`config.mk`:
```
export PLATFORM = sky130hd
export DESIGN_NAME = seq_lock_detector
export DESIGN_NICKNAME = d
export VERILOG_FILES = /design/src/rtl/seq_lock_pkg.sv /design/src/rtl/seq_lock_next.sv /design/src/rtl/seq_lock_state.sv /design/src/rtl/seq_lock_out.sv /design/src/rtl/seq_lock_detector.sv
export SDC_FILE = /design/constraint.sdc
export NUM_CORES = 1
export LEC_CHECK = 0
export BUFFER_PORTS_ARGS = -buffer_cell sky130_fd_sc_hd__buf_2
export CORE_AREA = 2 2 39 41
export CTS_CLUSTER_DIAMETER = 50
export CTS_CLUSTER_SIZE = 28
export DETAILED_ROUTE_END_ITERATION = 16
export DIE_AREA = 0 0 41 43
export HOLD_SLACK_MARGIN = 0.02
export PLACE_DENSITY = 0.36
export SYNTH_ARGS = -nofsm -noshare
export SYNTH_HDL_FRONTEND = slang
export SYNTH_SLANG_ARGS = --single-unit
```
`constraint.sdc`:
```
create_clock -name clk -period 3.29 [get_ports clk]
set_clock_uncertainty 0.2 [all_clocks]
set_input_delay 0.4935 -clock clk [delete_from_list [all_inputs] [get_ports clk]]
set_output_delay 0.4935 -clock clk [all_outputs]
set_load 0.02 [all_outputs]
```
`src/rtl/seq_lock_pkg.sv`:
```
package seq_lock_pkg;

  // Each state names the relevant suffix of the accepted stream.
  typedef enum logic [2:0] {
    ST_IDLE  = 3'd0,  // nothing accepted yet
    ST_Z     = 3'd1,  // ends in 0, not preceded by 1
    ST_ZO    = 3'd2,  // ends in 0,1
    ST_O     = 3'd3,  // ends in 1, not preceded by 0
    ST_OZ    = 3'd4,  // ends in 1,0 (no match)
    ST_HIT   = 3'd5,  // ends in 0,1,0 : match
    ST_DEAD  = 3'd6   // 1,0,0 seen : absorbing lockout
  } rec_state_e;

  localparam int unsigned STATE_W = $bits(rec_state_e);

endpackage

```
`src/rtl/seq_lock_next.sv`:
```
module seq_lock_next
  import seq_lock_pkg::*;
(
  input  rec_state_e cur_state,
  input  logic       bit_in,
  output rec_state_e nxt_state
);

  always_comb begin
    nxt_state = cur_state;
    unique case (cur_state)
      ST_IDLE: nxt_state = bit_in ? ST_O  : ST_Z;
      ST_Z:    nxt_state = bit_in ? ST_ZO : ST_Z;
      ST_ZO:   nxt_state = bit_in ? ST_O  : ST_HIT;
      ST_O:    nxt_state = bit_in ? ST_O  : ST_OZ;
      ST_OZ:   nxt_state = bit_in ? ST_ZO : ST_DEAD;
      ST_HIT:  nxt_state = bit_in ? ST_ZO : ST_DEAD;
      ST_DEAD: nxt_state = ST_DEAD;
      default: nxt_state = ST_IDLE;
    endcase
  end

endmodule

```
`src/rtl/seq_lock_state.sv`:
```
module seq_lock_state
  import seq_lock_pkg::*;
(
  input  logic       clk,
  input  logic       rst_n,
  input  logic       step_en,
  input  rec_state_e nxt_state,
  output rec_state_e cur_state
);

  always_ff @(posedge clk or negedge rst_n) begin
    if (!rst_n) begin
      cur_state <= ST_IDLE;
    end else if (step_en) begin
      cur_state <= nxt_state;
    end
  end

  // lockout state is never left without reset
  assert_dead_absorbs_R3: assert property (@(posedge clk) disable iff (!rst_n)
    (cur_state == ST_DEAD) |=> (cur_state == ST_DEAD));

  // no step, no state change
  assert_hold_idle_R4: assert property (@(posedge clk) disable iff (!rst_n)
    !step_en |=> $stable(cur_state));

endmodule

```
`src/rtl/seq_lock_out.sv`:
```
module seq_lock_out
  import seq_lock_pkg::*;
(
  input  logic       clk,
  input  logic       rst_n,
  input  logic       step_en,
  input  rec_state_e nxt_state,
  output logic       match_q,
  output logic       dead_q
);

  logic match_d;
  logic dead_d;

  always_comb begin
    match_d = (nxt_state == ST_HIT);
    dead_d  = (nxt_state == ST_DEAD);
  end

  always_ff @(posedge clk or negedge rst_n) begin
    if (!rst_n) begin
      match_q <= 1'b0;
      dead_q  <= 1'b0;
    end else if (step_en) begin
      match_q <= match_d;
      dead_q  <= dead_d;
    end
  end

  // a lockout never shows a match
  assert_no_match_when_dead_R3: assert property (@(posedge clk) disable iff (!rst_n)
    dead_q |-> !match_q);

endmodule

```
`src/rtl/seq_lock_detector.sv`:
```
module seq_lock_detector
  import seq_lock_pkg::*;
(
  input  logic clk,
  input  logic rst_n,
  input  logic in_valid,
  input  logic x,
  output logic z,
  output logic locked
);

  rec_state_e cur_state;
  rec_state_e nxt_state;

  seq_lock_next u_next (
    .cur_state (cur_state),
    .bit_in    (x),
    .nxt_state (nxt_state)
  );

  seq_lock_state u_state (
    .clk       (clk),
    .rst_n     (rst_n),
    .step_en   (in_valid),
    .nxt_state (nxt_state),
    .cur_state (cur_state)
  );

  seq_lock_out u_out (
    .clk       (clk),
    .rst_n     (rst_n),
    .step_en   (in_valid),
    .nxt_state (nxt_state),
    .match_q   (z),
    .dead_q    (locked)
  );

  // lockout is absorbing at the ports
  assert_locked_sticky_R3: assert property (@(posedge clk) disable iff (!rst_n)
    locked |=> locked);

  // cycles without in_valid leave outputs untouched
  assert_idle_stable_R4: assert property (@(posedge clk) disable iff (!rst_n)
    !in_valid |=> ($stable(z) && $stable(locked)));

  // a match only appears right after an accepted 0
  assert_match_after_zero_R1: assert property (@(posedge clk) disable iff (!rst_n)
    $rose(z) |-> ($past(in_valid) && !$past(x)));

  // lockout only begins right after an accepted 0
  assert_lock_after_zero_R9: assert property (@(posedge clk) disable iff (!rst_n)
    $rose(locked) |-> ($past(in_valid) && !$past(x)));

  // the two outputs are exclusive
  assert_outputs_exclusive_R3: assert property (@(posedge clk) disable iff (!rst_n)
    $onehot0({z, locked}));

endmodule

```
Word-level counts from Yosys, hierarchy flattened
Index checks and enable logic that the tools add are counted.
Widths: inputs -> output; s select.
{"block": "totals", "reg_bits": 5, "elab_cells": 19, "mem_bits_ro": 0, "out_inout_bits": 2, "memories": 0, "inputBits": 4, "latch_bits": 0, "ramBits": 0}
{"block": "classes", "shift": 0, "mul": 0, "eq_ne": 8, "muxes": 6, "bitwise": 0, "n_lt_le_gt_ge": 0, "div_mod_pow": 0, "n_addsub": 0, "n_reduce_logical": 2}
{"operator": "$pmux 3 s6", "n": 1}
{"operator": "$eq 3x3->1 const B", "n": 5}
{"operator": "$mux 3", "n": 3}
{"operator": "$eq 3x2->1 const B", "n": 2}
{"operator": "$mux 2", "n": 2}
{"operator": "$eq 3x1->1 const B", "n": 1}
{"operator": "$logic_not 3->1", "n": 1}
{"operator": "$reduce_or 2->1", "n": 1}

Longest topological paths before layout
Gate-level depths: netlist of the first run.
{"block": "logic_depth", "ltp_word": 4, "mapped_depth": 3}

Cells and area by module
A second synthesis of the first run with hierarchy kept.
{"block": "hier_totals", "cells_unflattened": 21, "hier_area_um2": 242.7}
{"module": "seq_lock_state", "area_each_um2": 108.9, "cells_per_inst": 6, "seq_area_each_um2": 75.1, "n_inst": 1}
{"module": "seq_lock_out", "area_each_um2": 85.1, "cells_per_inst": 8, "seq_area_each_um2": 50.0, "n_inst": 1}
{"module": "seq_lock_next", "area_each_um2": 48.8, "cells_per_inst": 7, "seq_area_each_um2": 0.0, "n_inst": 1}

Worst setup path before layout of the first run
Ideal clock, no wire load.
{"block": "synth_timing", "kind": "input to register", "startpoint": "input in_valid", "endpoint": "register u_state.cur_state[2]", "cell_stages": 3, "path_buffers": 1, "arrival_time_ns": 1.059, "path_slack_ns": 1.905, "path_cell_list": "buf_2 > and4bb_1 > a221o_1"}
{"item": "from (decl)", "line": "seq_lock_detector.sv:6", "rtl": "input logic in_valid,"}
{"item": "to (signal assigned)", "line": "seq_lock_state.sv:15", "rtl": "cur_state <= nxt_state;"}
{"item": "to (decl)", "line": "seq_lock_state.sv:8", "rtl": "output rec_state_e cur_state"}

Worst setup path in the final report of the first run
{"block": "layout_timing", "startpoint": "register u_out.match_q", "endpoint": "output z"}
{"item": "from (decl)", "line": "seq_lock_out.sv:8", "rtl": "output logic match_q,"}
{"item": "from (signal assigned)", "line": "seq_lock_out.sv:25", "rtl": "match_q <= match_d;"}
{"item": "to (decl)", "line": "seq_lock_detector.sv:8", "rtl": "output logic z,"}
No word-level cell between the ends.

==> flow_summary.ini, run 1 <==
[clock_tree]
cts_buffers = 3
cts_tree = done
insertion_delay_ns = 0.24
cts-root-buf = clkbuf_4
cts_resized = 0
numClockSinks = 5
clk_pin_slew_worst_paths_ns = 0.04
clockBufferDepth = 2
h-tree-depth = 1

[timing]
hold_violations = 0
rsz0062_at_grt = no
max_freq_ghz = 0.685
fin_crit_sh_pct = 44.4
totalNegativeSetupSlack_ns = 0
layout_min_cycle_time_ns = 1.46
tightest_slew_ns = 0.338
slew_violations = 0
finalSetupViolations = 0
relSlewSlack_pct = 77.2

[layout]
drive_above_1_share_pct = 27.3
fillerInstances = 156
final_nets = 38
final_cells = 49
area_growth_pct = 24.1
n_antenna_cell = 0

[power_and_ir_drop]
p_clk_share_pct = 27.3
seq_power_share_pct = 45.5
internal_power_uw = 170
powerDensity_mw_per_mm2 = 760
pwr-share-comb_pct = 27.2
p_switching_uw = 85.4
leakagePower_nw = 0.163
switching_share_pct = 33.5
vdd_drop_max_mv = 0.259

[global_routing]
grt_pass1_vias = 223
antenna_found_initial = 0
grt_use_total_pct = 7.98
grt_first_pass_wirelength_um = 869
grt_max_degree = 11
grt-ovfl-total = 0

[worst_setup_path]
cp_slowest_stage_delay_ns = 0.37
path_class = flip-flop to output port
startpoint = u_out.match_q$_DFFE_PN0P_
crit_arrival_ns = 0.77
worst-path-max-fanout = 2
slowest_stage = dfrtp_1
cp.required_ns = 2.60
endpoint_kind = output port
startpoint_type = flip-flop
cp_cell_sequence = buf_2
cpLargestDelayFamily = flip-flops
worstReg2RegStart = u_state.cur_state[2]$_DFFE_PN0P_
crit_buf_inv = 1

[synth]
syn_inst = 25
ys_top_cells_by_area = dfrtp_1, and4bb_1, nor2b_1
ys_warn_count = 0
seq_area_frac_synth_pct = 46.3
synth_top_area_share_pct = 46.3
synth_top_area_cell = dfrtp_1
synth_fp_nets = 29
syn_area_um2 = 270
syn_avg_cell_area_um2 = 10.8
ys_types = 19
ys_ff_latch = 5

[detailed_routing]
routed-wl-met2_um = 262
vias = 223
m1WireLength_um = 226
postRouteAntennaNets = 0
drt_iter0_drc = 4
wire_per_inst_um = 10.6
viasPerCell = 4.55
drcViolationCount = 0
dr.pass1.iters = 4
drt_wl_total_um = 518
top_layer = met3
dr_wl_met3_um = 29

[floorplanning]
die_area_mm2 = 0.00176
io_pins = 6
die_x_um = 41
core_area_mm2 = 0.00138
start_util_pct = 19.5
fp-row-count = 14
die_h_um = 43

[placed_design]
gp_congestion = 0.705
port_buffers = 5
dpl.cell_count = 44

[worst_hold_path]
min_from = u_out.match_q$_DFFE_PN0P_
hold_class = flip-flop to flip-flop

[run_status]
status = finished, final reports clean

[job]
maxCapViolCount = 0
[metal layers]
layer / vias up / track usage, %
li1: 108 / -
met1: 110 / 7.87
met2: 5 / 11.6
met3: 0 / 4.71
met4: 0 / 6.00
met5: - / 0
[power groups by stage]
stage               registers, mW  clock network (mW)  logic (mW)
floorplan                   0.112                   0      0.0580
global placement            0.115                   0      0.0701
detailed placement          0.116                   0      0.0696
CTS                         0.116              0.0744      0.0707
global route                0.122              0.0815      0.0768
finish                      0.116              0.0696      0.0693
[synth_stat cells, drive strengths merged]
cell    number
and4bb       1
a41o         1
nand2b       1
nor2b        2
nor2         1
o22ai        1
nor4b        1
a221oi       1
o21ai        2
a221o        1
dfrtp        5
buf          2
and3         1
nand2        1
and2         1
xor2         1
inv          1
mux2         1
[path summary, 6_finish.rpt]
kind,slack [ns],to,depth (start not counted)
max,1.83,z,1
min,0.31,u_out.match_q$_DFFE_PN0P_,1
max reg2reg,1.99,u_out.match_q$_DFFE_PN0P_,2
min reg2reg,0.31,u_out.match_q$_DFFE_PN0P_,1
max in group asynchronous,2.36,u_state.cur_state[1]$_DFFE_PN0P_,2
min in group asynchronous,0.40,u_state.cur_state[0]$_DFFE_PN0P_,2
[cell families after synthesis]
logic type	after synthesis	synth area share, %
muxes	1	4.17
AOI/OAI and AO/OA	6	16.7
xor gates and xnor gates	1	3.24
and+or+nand+nor	9	22.2
DFF	5	46.3
buffers and inverters	3	7.40
[state kept, by name, indices dropped and copies added (netlist names)]
signal	count
u_out.dead_q	1
u_state.cur_state	3
u_out.match_q	1
[area by class of cell]
type                    count  area (um^2)  area share (%)
flip-flops and latches      5          125            37.3
multi-input cells          17          125            37.3
repair buffers              6         35.0            10.4
clock buffers               4         26.3            7.84
well taps                  16         20.0            5.97
inverters                   1         3.75            1.12
[placed cells by master (no fill, tap or decap)]
cell type / n
inv_1: 1
nor4b_1: 1
a221o_1: 1
a221oi_1: 1
clkbuf_4: 3
o22ai_1: 1
a41o_1: 1
dfrtp_1: 5
dlygate4sd3_1: 1
xor2_1: 1
and2_0: 1
clkbuf_1: 1
buf_2: 5
nor2_1: 1
nand2_1: 1
and3_1: 1
mux2_2: 1
o21ai_0: 2
nor2b_1: 2
nand2b_1: 1
and4bb_1: 1
[repair_timing]
item                                   in CTS  in global routing
endpoints found under the hold margin       5                  0
setup buffers                               0                  0
hold buffers                                1                  0
[stage by stage]
stage / util, % / hold slack [ns] / power, mW / worst slack [ns] / instance area (um^2)
final: 24.2 / 0.307 / 0.255 / 1.83 / 335
after global placement: 21.6 / 0.116 / 0.185 / 1.87 / 299
after CTS: 24.2 / 0.310 / 0.261 / 1.81 / 335
after floorplan: - / -0.00209 / 0.170 / 1.91 / 270
after detailed placement: 21.6 / 0.115 / 0.186 / 1.84 / 299
after global routing: 24.2 / 0.325 / 0.280 / 1.79 / 335
Power figures use the tool's default switching activity.
==> run 2, diff against run 1 <==
Clock period 3.29 ns to 1.4 ns, I/O delays scaled along.
==> run 2 against run 1 <==
  * Utilization unchanged
  * Highest routed layer unchanged
  * Clock power increased by 130%
  * Die area unchanged
  * Count of clock-buffer cells in the layout unchanged
  * Register-to-register slack got worse by 1.9 ns
  * Sequential cell count unchanged
  * Combinational power increased by 140%
  * Final cell count unchanged
  * Critical path depth increased by 1
  * Via count decreased by 3.1%
==> flow_summary.ini, run 2 (same netlist as run 1, synthesis figures left out) <==
[run_status]
status = finished, final reports clean

[worst_setup_path]
cp.required_ns = 1.31
cpLargestDelayFamily = flip-flops
reg2reg_depth = 2
startpoint_type = flip-flop
slowest_stage = dfrtp_1
path_class = flip-flop to flip-flop
endpoint_kind = flip-flop
cp_slowest_stage_delay_ns = 0.45
r2r_setup_slack_ns = 0.13
crit_buf_inv = 0
cp_cell_sequence = and4bb_1 > a221o_1
crit_arrival_ns = 1.19
r2r-end = u_state.cur_state[2]$_DFFE_PN0P_
worstReg2RegStart = u_state.cur_state[1]$_DFFE_PN0P_
worst-path-max-fanout = 9

[clock_tree]
cts-root-buf = clkbuf_4
post_cts_buffers = 0
h-tree-depth = 1
cts_tree = done
numClockSinks = 5
cts_resized = 0
clockBufferDepth = 2
clk_pin_slew_worst_paths_ns = 0.04
insertion_delay_ns = 0.24
cts_buffers = 3
hold_buffers = 1

[detailed_routing]
dr.pass1.iters = 3
drcViolationCount = 0
m1WireLength_um = 230
drt_wl_total_um = 502
vias = 216
top_layer = met3
viasPerCell = 4.41
drt_iter0_drc = 3
dr_wl_met3_um = 24
postRouteAntennaNets = 0
wire_per_inst_um = 10.2
routed-wl-met2_um = 247

[power_and_ir_drop]
total_power_uw = 596
leakagePower_nw = 0.163
vdd_drop_max_mv = 0.591
powerDensity_mw_per_mm2 = 1780

[layout]
reg_top3 = u_state.cur_state (3), u_out.dead_q (1), u_out.match_q (1)
fin_area_um2 = 335
fillerInstances = 158
regMostFlops = u_state.cur_state
area_growth_pct = 24.1
final_nets = 38
regArea_um2 = 125
mostFrequentLayoutCells = buf_2, dfrtp_1, clkbuf_4, nor2b_1, o21ai_0
largest_reg_flops = 3
drive_above_1_share_pct = 27.3
n_antenna_cell = 0
final_cells = 49
multiInputGateArea_um2 = 125

[floorplanning]
die_h_um = 43
start_util_pct = 19.5
fp-row-count = 14
die_x_um = 41
die_area_mm2 = 0.00176
core_area_mm2 = 0.00138
io_pins = 6

[placed_design]
place_area_um2 = 299
dpl.cell_count = 44
gp_congestion = 0.700
port_buffers = 5
preCtsSetupSlack_ns = 0.139

[worst_hold_path]
hold_class = input pin to flip-flop
hold_depth = 2
min_from = in_valid
hold_end = u_state.cur_state[1]$_DFFE_PN0P_

[timing]
finalSetupViolations = 0
layout_min_cycle_time_ns = 1.27
totalNegativeSetupSlack_ns = 0
hold_violations = 0
rsz0062_at_grt = no
relSlewSlack_pct = 83.5
tightest_slew_ns = 0.244
max_freq_ghz = 0.786
slew_violations = 0
fin_crit_sh_pct = 90.9
worst_slack_ns = 0.127

[global_routing]
grt_first_pass_wirelength_um = 924
grt-ovfl-total = 0
grt_max_degree = 11
grt_use_total_pct = 8.27
antenna_found_initial = 0
grt_pass1_vias = 228

[job]
maxCapViolCount = 0
==> run 2: cell counts in the layout (fill, tap and decap cells not counted) <==
Identical to the previous run, type by type.
==> run 2: how the worst max path moves through the flow <==
| stage | depth (start not counted) | from | end |
|---|---|---|---|
| CTS | 2 | u_state.cur_state[1]$_DFFE_PN0P_ | u_state.cur_state[2]$_DFFE_PN0P_ |
| global route | 2 | u_state.cur_state[2]$_DFFE_PN0P_ | u_state.cur_state[2]$_DFFE_PN0P_ |
| global placement | 2 | u_state.cur_state[1]$_DFFE_PN0P_ | u_state.cur_state[2]$_DFFE_PN0P_ |
| finish | 2 | u_state.cur_state[1]$_DFFE_PN0P_ | u_state.cur_state[2]$_DFFE_PN0P_ |
| floorplan | 3 | u_state.cur_state[1]$_DFFE_PN0P_ | u_state.cur_state[2]$_DFFE_PN0P_ |
| detailed placement | 2 | u_state.cur_state[1]$_DFFE_PN0P_ | u_state.cur_state[2]$_DFFE_PN0P_ |
==> run 2: routing by layer <==
metal / vias up / track usage, %
li1: 110 / -
met1: 103 / 10.8
met2: 3 / 9.69
met3: 0 / 3.14
met4: 0 / 8.00
met5: - / 0
==> run 2: where the power goes <==
part	internal, mW	total [mW]	switching [mW]
registers	0.198	0.269	0.0704
logic	0.0931	0.166	0.0726
clock network	0.107	0.161	0.0537
==> run 2: cell type report <==
type | instances | share of cell area [%]
inverters | 1 | 1.12
flip-flops and latches | 5 | 37.3
well taps | 16 | 5.97
multi-input cells | 17 | 37.3
clock buffers | 4 | 7.84
repair buffers | 6 | 10.4
==> run 2: through the flow <==
step | hold slack (ns) | utilization, %
after global placement | -0.162 | 21.6
after CTS | 0.0878 | 24.2
final | 0.0936 | 24.2
after detailed placement | -0.169 | 21.6
after global routing | 0.105 | 24.2
after floorplan | -0.286 | -
==> run 2: worst register-to-register path: cells and delay by family (launching register included) <==
kind / cells / cell delay (ns)
flops: 1 / 0.45
compound gates: 1 / 0.26
simple gates: 1 / 0.24
